$ cat config.mk
export PLATFORM = sky130hd
export DESIGN_NAME = banked_regfile
export DESIGN_NICKNAME = d
export VERILOG_FILES = /design/src/rtl/bank_pkg.sv /design/src/rtl/bank_map.sv /design/src/rtl/gpr_store.sv /design/src/rtl/psr_store.sv /design/src/rtl/banked_regfile.sv
export SDC_FILE = /design/constraint.sdc
export NUM_CORES = 2
export LEC_CHECK = 0
export BUFFER_PORTS_ARGS = -buffer_cell sky130_fd_sc_hd__buf_2
export CAP_MARGIN = 20
export CORE_UTILIZATION = 50
export DETAILED_ROUTE_END_ITERATION = 10
export PLACE_DENSITY = 0.67
export SYNTH_ARGS = -nofsm -noshare
export SYNTH_HDL_FRONTEND = slang
export SYNTH_SLANG_ARGS = --single-unit
export TNS_END_PERCENT = 30
$ cat constraint.sdc
create_clock -name clk -period 8.55 [get_ports clk]
set_input_delay 1.71 -clock clk [delete_from_list [all_inputs] [get_ports clk]]
set_output_delay 1.71 -clock clk [all_outputs]
set_load 0.01 [all_outputs]
$ cat src/rtl/bank_pkg.sv
package bank_pkg;

    localparam int XLEN      = 32;
    localparam int IDXW      = 4;
    localparam int MODEW     = 5;
    localparam int FIQ_LO    = 8;
    localparam int FIQ_HI    = 14;
    localparam int SP_IDX    = 13;
    localparam int LR_IDX    = 14;
    localparam int NUSER     = 1 << IDXW;
    localparam int NFIQ      = FIQ_HI - FIQ_LO + 1;
    localparam int NPRIV     = 4;
    localparam int NPHYS     = NUSER + NFIQ + 2 * NPRIV;
    localparam int PW        = $clog2(NPHYS);
    localparam int FIQ_BASE  = NUSER;
    localparam int PRIV_BASE = NUSER + NFIQ;
    localparam int NSAVED    = NPRIV + 1;
    localparam int SW        = $clog2(NSAVED);

    localparam logic [XLEN-1:0] CPSR_RST = 32'h0000_00D3;

    typedef enum logic [MODEW-1:0] {
        MD_USR = 5'b10000,
        MD_FIQ = 5'b10001,
        MD_IRQ = 5'b10010,
        MD_SVC = 5'b10011,
        MD_ABT = 5'b10111,
        MD_UND = 5'b11011,
        MD_SYS = 5'b11111
    } mode_e;

    typedef enum logic [2:0] {
        BK_USER = 3'd0,
        BK_FIQ  = 3'd1,
        BK_IRQ  = 3'd2,
        BK_SVC  = 3'd3,
        BK_ABT  = 3'd4,
        BK_UND  = 3'd5
    } bank_e;

    typedef struct packed {
        logic          hit;
        logic [PW-1:0] slot;
    } route_t;

    function automatic bank_e bank_of(logic [MODEW-1:0] m);
        case (m)
            MD_FIQ:  return BK_FIQ;
            MD_IRQ:  return BK_IRQ;
            MD_SVC:  return BK_SVC;
            MD_ABT:  return BK_ABT;
            MD_UND:  return BK_UND;
            default: return BK_USER;
        endcase
    endfunction

endpackage

$ cat src/rtl/bank_map.sv
module bank_map
    import bank_pkg::*;
#(
    parameter int IW = IDXW,
    parameter int MW = MODEW
) (
    input  logic [MW-1:0] mode,
    input  logic          narrow,
    input  logic [IW-1:0] idx,
    output route_t        route
);

    bank_e bank;
    int    ix;

    always_comb begin
        bank       = bank_of(mode);
        ix         = int'(idx);
        route.hit  = 1'b1;
        route.slot = PW'(ix);
        if (narrow && ix >= FIQ_LO && ix < SP_IDX) begin
            route.hit  = 1'b0;
            route.slot = '0;
        end else if (bank == BK_FIQ && ix >= FIQ_LO && ix <= FIQ_HI) begin
            route.slot = PW'(FIQ_BASE + ix - FIQ_LO);
        end else if (bank != BK_USER && bank != BK_FIQ &&
                     (ix == SP_IDX || ix == LR_IDX)) begin
            route.slot = PW'(PRIV_BASE + 2 * (int'(bank) - int'(BK_IRQ)) + ix - SP_IDX);
        end
    end

endmodule

$ cat src/rtl/gpr_store.sv
module gpr_store
    import bank_pkg::*;
#(
    parameter int W  = XLEN,
    parameter int N  = NPHYS,
    parameter int SL = PW
) (
    input  logic          clk,
    input  logic          rst,
    input  logic          we,
    input  logic [SL-1:0] wslot,
    input  logic [W-1:0]  wdata,
    input  logic [SL-1:0] rslot_a,
    input  logic [SL-1:0] rslot_b,
    output logic [W-1:0]  rdata_a,
    output logic [W-1:0]  rdata_b
);

    logic [W-1:0] mem [N];

    always_ff @(posedge clk) begin
        if (rst) begin
            for (int i = 0; i < N; i++) mem[i] <= '0;
        end else if (we) begin
            mem[wslot] <= wdata;
        end
    end

    assign rdata_a = mem[rslot_a];
    assign rdata_b = mem[rslot_b];

    AST_WRITE_LANDS: assert property (@(posedge clk) disable iff (rst)
        we |=> mem[$past(wslot)] == $past(wdata));

endmodule

$ cat src/rtl/psr_store.sv
module psr_store
    import bank_pkg::*;
#(
    parameter int W  = XLEN,
    parameter int NS = NSAVED,
    parameter int SS = SW
) (
    input  logic          clk,
    input  logic          rst,
    input  logic          cpsr_we,
    input  logic [W-1:0]  cpsr_wdata,
    output logic [W-1:0]  cpsr_q,
    input  logic          spsr_hit,
    input  logic [SS-1:0] spsr_sel,
    input  logic          spsr_we,
    input  logic [W-1:0]  spsr_wdata,
    output logic [W-1:0]  spsr_rdata
);

    logic [W-1:0] saved [NS];

    always_ff @(posedge clk) begin
        if (rst) cpsr_q <= CPSR_RST;
        else if (cpsr_we) cpsr_q <= cpsr_wdata;
    end

    for (genvar g = 0; g < NS; g++) begin : g_saved
        always_ff @(posedge clk) begin
            if (rst) saved[g] <= '0;
            else if (spsr_we && spsr_hit && spsr_sel == SS'(g)) saved[g] <= spsr_wdata;
        end

        AST_SPSR_UNTOUCHED: assert property (@(posedge clk) disable iff (rst)
            !(spsr_hit && spsr_sel == SS'(g)) |=> $stable(saved[g]));
    end

    assign spsr_rdata = spsr_hit ? saved[spsr_sel] : '0;

    AST_CPSR_HOLD: assert property (@(posedge clk) disable iff (rst)
        !cpsr_we |=> $stable(cpsr_q));

    AST_CPSR_RESET: assert property (@(posedge clk) disable iff (rst)
        $past(rst) |-> cpsr_q == CPSR_RST);

endmodule

$ cat src/rtl/banked_regfile.sv
module banked_regfile
    import bank_pkg::*;
(
    input  logic             clk,
    input  logic             rst,
    input  logic [MODEW-1:0] mode_i,
    input  logic             narrow_i,
    input  logic [IDXW-1:0]  rd_idx_a,
    output logic [XLEN-1:0]  rd_a,
    input  logic [IDXW-1:0]  rd_idx_b,
    output logic [XLEN-1:0]  rd_b,
    input  logic             wr_en,
    input  logic [IDXW-1:0]  wr_idx,
    input  logic [XLEN-1:0]  wr_data,
    input  logic             cpsr_we,
    input  logic [XLEN-1:0]  cpsr_wdata,
    output logic [XLEN-1:0]  cpsr_rd,
    input  logic             spsr_we,
    input  logic [XLEN-1:0]  spsr_wdata,
    output logic [XLEN-1:0]  spsr_rd
);

    localparam int NPORT = 3;

    logic [IDXW-1:0] port_idx [NPORT];
    route_t          port_rt  [NPORT];
    logic [XLEN-1:0] raw_a, raw_b;
    bank_e           cur_bank;
    logic            spsr_hit;
    logic [SW-1:0]   spsr_sel;

    assign port_idx[0] = rd_idx_a;
    assign port_idx[1] = rd_idx_b;
    assign port_idx[2] = wr_idx;

    for (genvar p = 0; p < NPORT; p++) begin : g_map
        bank_map #(.IW(IDXW), .MW(MODEW)) u_map (
            .mode   (mode_i),
            .narrow (narrow_i),
            .idx    (port_idx[p]),
            .route  (port_rt[p])
        );
    end

    gpr_store #(.W(XLEN), .N(NPHYS), .SL(PW)) u_gpr (
        .clk     (clk),
        .rst     (rst),
        .we      (wr_en && port_rt[2].hit),
        .wslot   (port_rt[2].slot),
        .wdata   (wr_data),
        .rslot_a (port_rt[0].slot),
        .rslot_b (port_rt[1].slot),
        .rdata_a (raw_a),
        .rdata_b (raw_b)
    );

    assign rd_a = port_rt[0].hit ? raw_a : '0;
    assign rd_b = port_rt[1].hit ? raw_b : '0;

    assign cur_bank = bank_of(mode_i);
    assign spsr_hit = (cur_bank != BK_USER);
    assign spsr_sel = spsr_hit ? SW'(int'(cur_bank) - int'(BK_FIQ)) : '0;

    psr_store #(.W(XLEN), .NS(NSAVED), .SS(SW)) u_psr (
        .clk        (clk),
        .rst        (rst),
        .cpsr_we    (cpsr_we),
        .cpsr_wdata (cpsr_wdata),
        .cpsr_q     (cpsr_rd),
        .spsr_hit   (spsr_hit),
        .spsr_sel   (spsr_sel),
        .spsr_we    (spsr_we),
        .spsr_wdata (spsr_wdata),
        .spsr_rdata (spsr_rd)
    );

    AST_SPSR_USER_ZERO: assert property (@(posedge clk) disable iff (rst)
        (mode_i == MD_USR || mode_i == MD_SYS) |-> spsr_rd == '0);

    AST_NARROW_BLOCKED: assert property (@(posedge clk) disable iff (rst)
        (narrow_i && rd_idx_a >= 4'd8 && rd_idx_a <= 4'd12) |-> rd_a == '0);

    AST_PC_SHARED: assert property (@(posedge clk) disable iff (rst)
        (rd_idx_a == 4'd15 && rd_idx_b == 4'd15) |-> rd_a == rd_b);

endmodule

* Word level (Yosys, flattened, before mapping) *
Memory sizes are Yosys's and may differ from the RTL's.
Cells that the tools add are included.

storage, ports and cells
  flip-flop bits (word level) = 32
  bits in writable memories = 1152
  input port bits = 119
  output and inout port bits = 128
  word-level logic and storage cells = 121
  memories = 2

cells by class
  add/sub/neg operators = 15
  order comparisons = 9
  equality and inequality tests = 17
  muxes and demuxes = 43
  bitwise operators = 5
  reductions and logical operators = 29

memory list
  memory       depth  bits a word  read ports  clocked after Yosys merged registers in  wr ports  line             source
  u_gpr.mem    31     32           2           0                                        31        gpr_store.sv:19  logic [W-1:0] mem [N];
  u_psr.saved  5      32           1           0                                        5         psr_store.sv:20  logic [W-1:0] saved [NS];

operators with widths
  kind                 number
  $mux 32              9
  $mux 5               10
  $reduce_or 32->1     1
  $sub 5x5->5 const B  6
  $eq 5x5->1 const B   5
  $logic_and 1x1->1    23
  $mux 1               22
  $add 5x4->5 const A  3
  $add 5x5->5          3
  $pmux 3 s5           1
  $eq 4x2->1 const B   3
  $eq 4x3->1 const B   3
  $ge 4x4->1 const B   3
  $le 4x4->1 const B   3
  $lt 4x4->1 const B   3
  $eq 3x1->1 const B   2
  $eq 3x2->1 const B   2
  $add 5x5->5 const A  1
  $or 1x1->1           5
  $sub 3x2->4 const B  1
  $eq 3x3->1 const B   1
  $logic_not 3->1      1
  $logic_or 1x1->1     3
  $mux 3               1
  3 further kinds      3

* Logic depth before layout (Yosys ltp) *
An unclocked memory read counts as a cell.

  depth in word-level cells = 11
  gate-level depth with buffers = 18
  mapped depth without buffers = 15

* Modules after synthesis *
From an unflattened synthesis, not the netlist that was laid out.

second synthesis, totals
  cell total of the unflattened synthesis = 5473
  area, all modules = 66128.4 µm²

modules (own cells, without submodules)
  module                          times used  cells an instance  area each (µm²)  seq. area each (µm²)
  gpr_store                       1           4605               56036.2          30749.5
  psr_store                       1           660                8637.0           5445.2
  bank_map at g_map[1].u_map ...  2           41                 311.5            0.0
  banked_regfile                  1           87                 535.5            0.0
  bank_map at g_map[0].u_map      1           39                 296.5            0.0

* Worst setup path after synthesis *
Ideal clock, no wire load.

  kind = input port to output port
  start point = input port mode_i[3]
  end point = output port rd_b[0]
  arrival = 5.494 ns
  data required time = 6.840 ns
  path slack = 1.346 ns
  stages on the path = 18
  buffers on the path = 4
  path through = nor2b_1 -> nor3_1 -> inv_1 -> ha_1 -> clkbuf_1 -> xnor2_1 -> ha_1 -> inv_1 -> fa_1 -> nor3b_1 -> a211oi_1 -> buf_2 -> and2_1 -> buf_2 -> clkbuf_1 -> nand2_1 -> o211ai_1 -> o311a_1

between the ends
  cells in the longest elaborated chain, start to end = 11
  elaborated cells on any way between the ends = 22
  those cells by class = 4 x add/sub; 7 x eq/ne; 5 x mux; 5 x reduce/logical; 1 x memory

RTL lines
  what                       line                  source
  start, declared            banked_regfile.sv:6   input logic [MODEW-1:0] mode_i,
  $eq 5x5->1                 bank_pkg.sv:47        case (m)
  $pmux 3 s5 (*)             bank_pkg.sv:47
  $sub 3x2->4                bank_map.sv:28        route.slot = PW'(PRIV_BASE + 2 * (int'(bank) - int'(BK_IRQ)) + ix - SP_IDX);
  $add 5x5->5 (2 in series)  bank_map.sv:28
  $sub 5x5->5                bank_map.sv:28
  $mux 5                     bank_map.sv:26        end else if (bank != BK_USER && bank != BK_FIQ &&
  $mux 5 (*)                 bank_map.sv:24        end else if (bank == BK_FIQ && ix >= FIQ_LO && ix <= FIQ_HI) begin
  $mux 5 (*)                 bank_map.sv:21        if (narrow && ix >= FIQ_LO && ix < SP_IDX) begin
  $mem_v2 31x32 (*)          n/a
  $mux 32 (*)                banked_regfile.sv:58  assign rd_b = port_rt[1].hit ? raw_b : '0;
  end, declared              banked_regfile.sv:11  output logic [XLEN-1:0] rd_b,

Every way passes the cells marked *; elsewhere a longest branch is shown, timed or not.

* Worst setup path after layout *
  start point = input port mode_i[1]
  end point = output port rd_a[12]

between the ends
  cells in the longest elaborated chain, start to end = 11
  elaborated cells on any way between the ends = 22
  those cells by class = 4 x add/sub; 7 x eq/ne; 5 x mux; 5 x reduce/logical; 1 x memory

RTL lines
  what                       line                  source
  $eq 5x5->1                 bank_pkg.sv:47
  $pmux 3 s5 (*)             bank_pkg.sv:47
  $sub 3x2->4                bank_map.sv:28
  $add 5x5->5 (2 in series)  bank_map.sv:28
  $sub 5x5->5                bank_map.sv:28
  $mux 5                     bank_map.sv:26
  $mux 5 (*)                 bank_map.sv:24
  $mux 5 (*)                 bank_map.sv:21
  $mem_v2 31x32 (*)          n/a
  $mux 32 (*)                banked_regfile.sv:57  assign rd_a = port_rt[0].hit ? raw_a : '0;
  end, declared              banked_regfile.sv:9   output logic [XLEN-1:0] rd_a,

Marked as above.

==> results.md <==
* Status: finished, final reports clean
* Largest stage delay, worst path at 610 ps
* I/O Buffers at 246
* Syn. warnings at 0
* # rows at 132
* Total iterations of the first detailed-routing run at 6
* Net count after synthesis at 6248
* Share of cells above drive strength 1 at 12.2%
* WL per Instance at 29.7 µm
* CP endpoint kind: primary output
* GR Util All Layers at 34.5%
* Commonest non-fill, non-tap cells in the layout: edfxtp_1 (1184), and2_1 (1089), nand2_1 (893)
* Syn Inst Count at 6107
* FMAX at 0.122 GHz
* Die H at 365 µm
* Ports at 247
* Maxcap violations at 0
* Unrepaired setup endpoints after global routing: no
* Clk_skew at 0 ps
* Final nets at 6183
* Cts hold-fix bufs at 0
* Syn-to-layout area delta at 10.7%
* Root cell of the clock tree: clkbuf_16
* Post-Synthesis Mean Instance Area at 10.8 µm²
* Yosys reg bits at 1216
* CTS buffer count at 133
* WP buf/inv at 5
* Crit path launch type: input pin
* Post-synthesis sequential area ratio at 55.0%
* Initial Util at 50.6%
* Via count at 52000
* Crit Path Category: in -> out
* Post-DP HPWL at 142000 µm
* Max-slew violations at 0
* CTS tree: built
* Pin count of the biggest net entering global routing at 127
* Placed Area at 68800 µm²
* Clock tree buffer depth at 3
* Layout Utilization at 56.1%
* Total gr overflow at 0
* Slew headroom at 21.1%
* Vias in the first global route at 49300
* Critical Path RT at 6840 ps
* Final ANT Viol Nets at 0
* Crit path max fanout at 17
* Final Hold Vio Count at 0
* Number of synthesized flops with an enable pin at 1184
* Netlist Area Pre-Place at 65800 µm²
* Crit path max-delay family: simple AND/OR/NAND/NOR gates
* Post-route cell area at 72900 µm²
* Post-CTS Setup Inserts at 0
* Final min period at 8230 ps
* VDD IR max at 176 µV
* Worst path arrival time at 6520 ps
* Reg clk slew, reported paths at 60 ps
* Leak at 26.8 nW
* Drt total wl at 234000 µm
* Cells along the critical path: buf_2, nand3_1, nor2_1, inv_1, ha_1, xor2_1, ha_1, inv_1, fa_1, nand3_1, and2_1, nand3_2, buf_4, a21oi_1, a211oi_1, a211oi_1, buf_2
* Die area at 133000 µm²
* Final std cells w/o fill at 7883
* H-tree levels at 4
* Clk sinks at 1216
* Critical path's slowest cell: a211oi_1
* Power Density at 202 nW/µm²
* Post-CTS sizing at 0
* Routability cong. at 0.927
* Die X at 365 µm
* Setup violators final at 0
* Worst-Margin Slew at 1180 ps
* Fin crit share at 96.2%
* Top FF cell, synth: edfxtp_1
* Number of distinct library cells after synthesis at 76
* DR DRC count at 0
* Clock Latency Late Sink at 770 ps
* CORE AREA at 130000 µm²
* Worst Hold Class: reg -> reg
* Async SR Flop Fraction at 0%
* Initial antenna violation count at 15
* First-pass GRT wire length at 337000 µm
* Most common cell after layout, fill and taps aside: edfxtp_1
* Via/cell ratio at 6.60
* Post-Place Cells at 7646
* Iteration-0 DRC Markers at 7494
* Setup TNS at 0 ps
[worst paths after layout]
check	from	slack [ps]	cells after the start	end
setup / recovery	mode_i[1]	320	17	rd_a[12]
hold / removal	u_psr.cpsr_q[11]	490	2	u_psr.cpsr_q[11]
setup reg to reg	u_psr.cpsr_q[7]	7760	2	u_psr.cpsr_q[7]
hold reg to reg	u_psr.cpsr_q[11]	490	2	u_psr.cpsr_q[11]
[power by group]
part	internal, W	switching (W)
clock network	0.00310	0.00238
logic	0.000667	0.00153
registers	0.00686	0.000162
[logic make-up (layout without fill, tap and decap cells)]
kind of cell | after synthesis | after routing | synth area share [%]
and+or+nand+nor | 2678 | 2678 | 21.4
DFF | 1216 | 1216 | 55.0
AOI/OAI and AO/OA | 1147 | 1147 | 12.6
buffers and inverters | 640 | 669 | 3.87
muxes | 390 | 390 | 6.55
adders and majority gates | 22 | 22 | 0.452
xor gates and xnor gates | 14 | 14 | 0.198
other | 0 | 5 | 0
[layer usage]
| layer | global-route usage [%] | vias up | routed length [µm] |
|---|---|---|---|
| met5 | 0 | - | 70 |
| met1 | 46.8 | 25500 | 90200 |
| li1 | - | 22200 | - |
| met4 | 13.2 | 10 | 8960 |
| met3 | 10.4 | 578 | 31700 |
| met2 | 52.0 | 3672 | 104000 |
[cell type report]
cell class                 instances  area, µm²
timing repair buffer             426       2960
clock buffer                     167       3550
multi-input combinational       4251      27500
fill                           10800      57100
antenna                            5       12.5
sequential                      1216      36200
clock inverter                    62        437
tap                             1742       2180
inverter                          14       52.6
[sequential cells by signal, indices dropped and copies added (netlist names)]
name,flops
u_gpr.mem,1024
u_psr.cpsr_q,32
u_psr.saved,160
[worst reg2reg max path, delay by kind of cell (launching register included)]
kind             cells  cell delay, ps
AO/OA/AOI/OAI        1             250
AND/OR/NAND/NOR      1             120
flip-flops           1             310
[cell usage after synthesis, drive strengths merged (4+ instances only)]
library cell  count  area [µm²]
and3            163        1020
a32o             28         280
o21ai           104         532
o221ai           32         280
dfxtp            32         641
or2              34         213
mux2              4        45.0
nand3b            4        30.0
mux2i           354        3540
xnor2            11         104
a211o             7        61.3
nor4             34         225
nand4             6        43.8
mux4             32         721
nor3             97         485
a311oi           63         552
edfxtp         1184       35600
a221oi           95         832
a31oi            95         594
a211oi          337        2530
o311a            31         310
a21oi           228        1140
o31ai             4        43.8
ha               19         238
and2           1095        6850
buf             102         527
nand3            92         460
nor2b           100         626
a221o            63         631
a2111oi           5        43.8
or3              30         188
nor2            111         427
o211ai           33         258
inv              14        52.6
nand2           897        3370
nand2b            6        37.5
clkbuf          524        1970
[per-stage QoR]
| stage | worst slack, ps | hold WS, ps | total power (W) |
|---|---|---|---|
| after global placement | 510 | 468 | 0.00922 |
| after CTS | 433 | 497 | 0.0146 |
| final | 324 | 493 | 0.0147 |
| after floorplan | 1350 | 531 | 0.00831 |
| after global routing | 47.5 | 514 | 0.0150 |
| after detailed placement | 467 | 480 | 0.00925 |
Power figures use the tool's default switching activity.
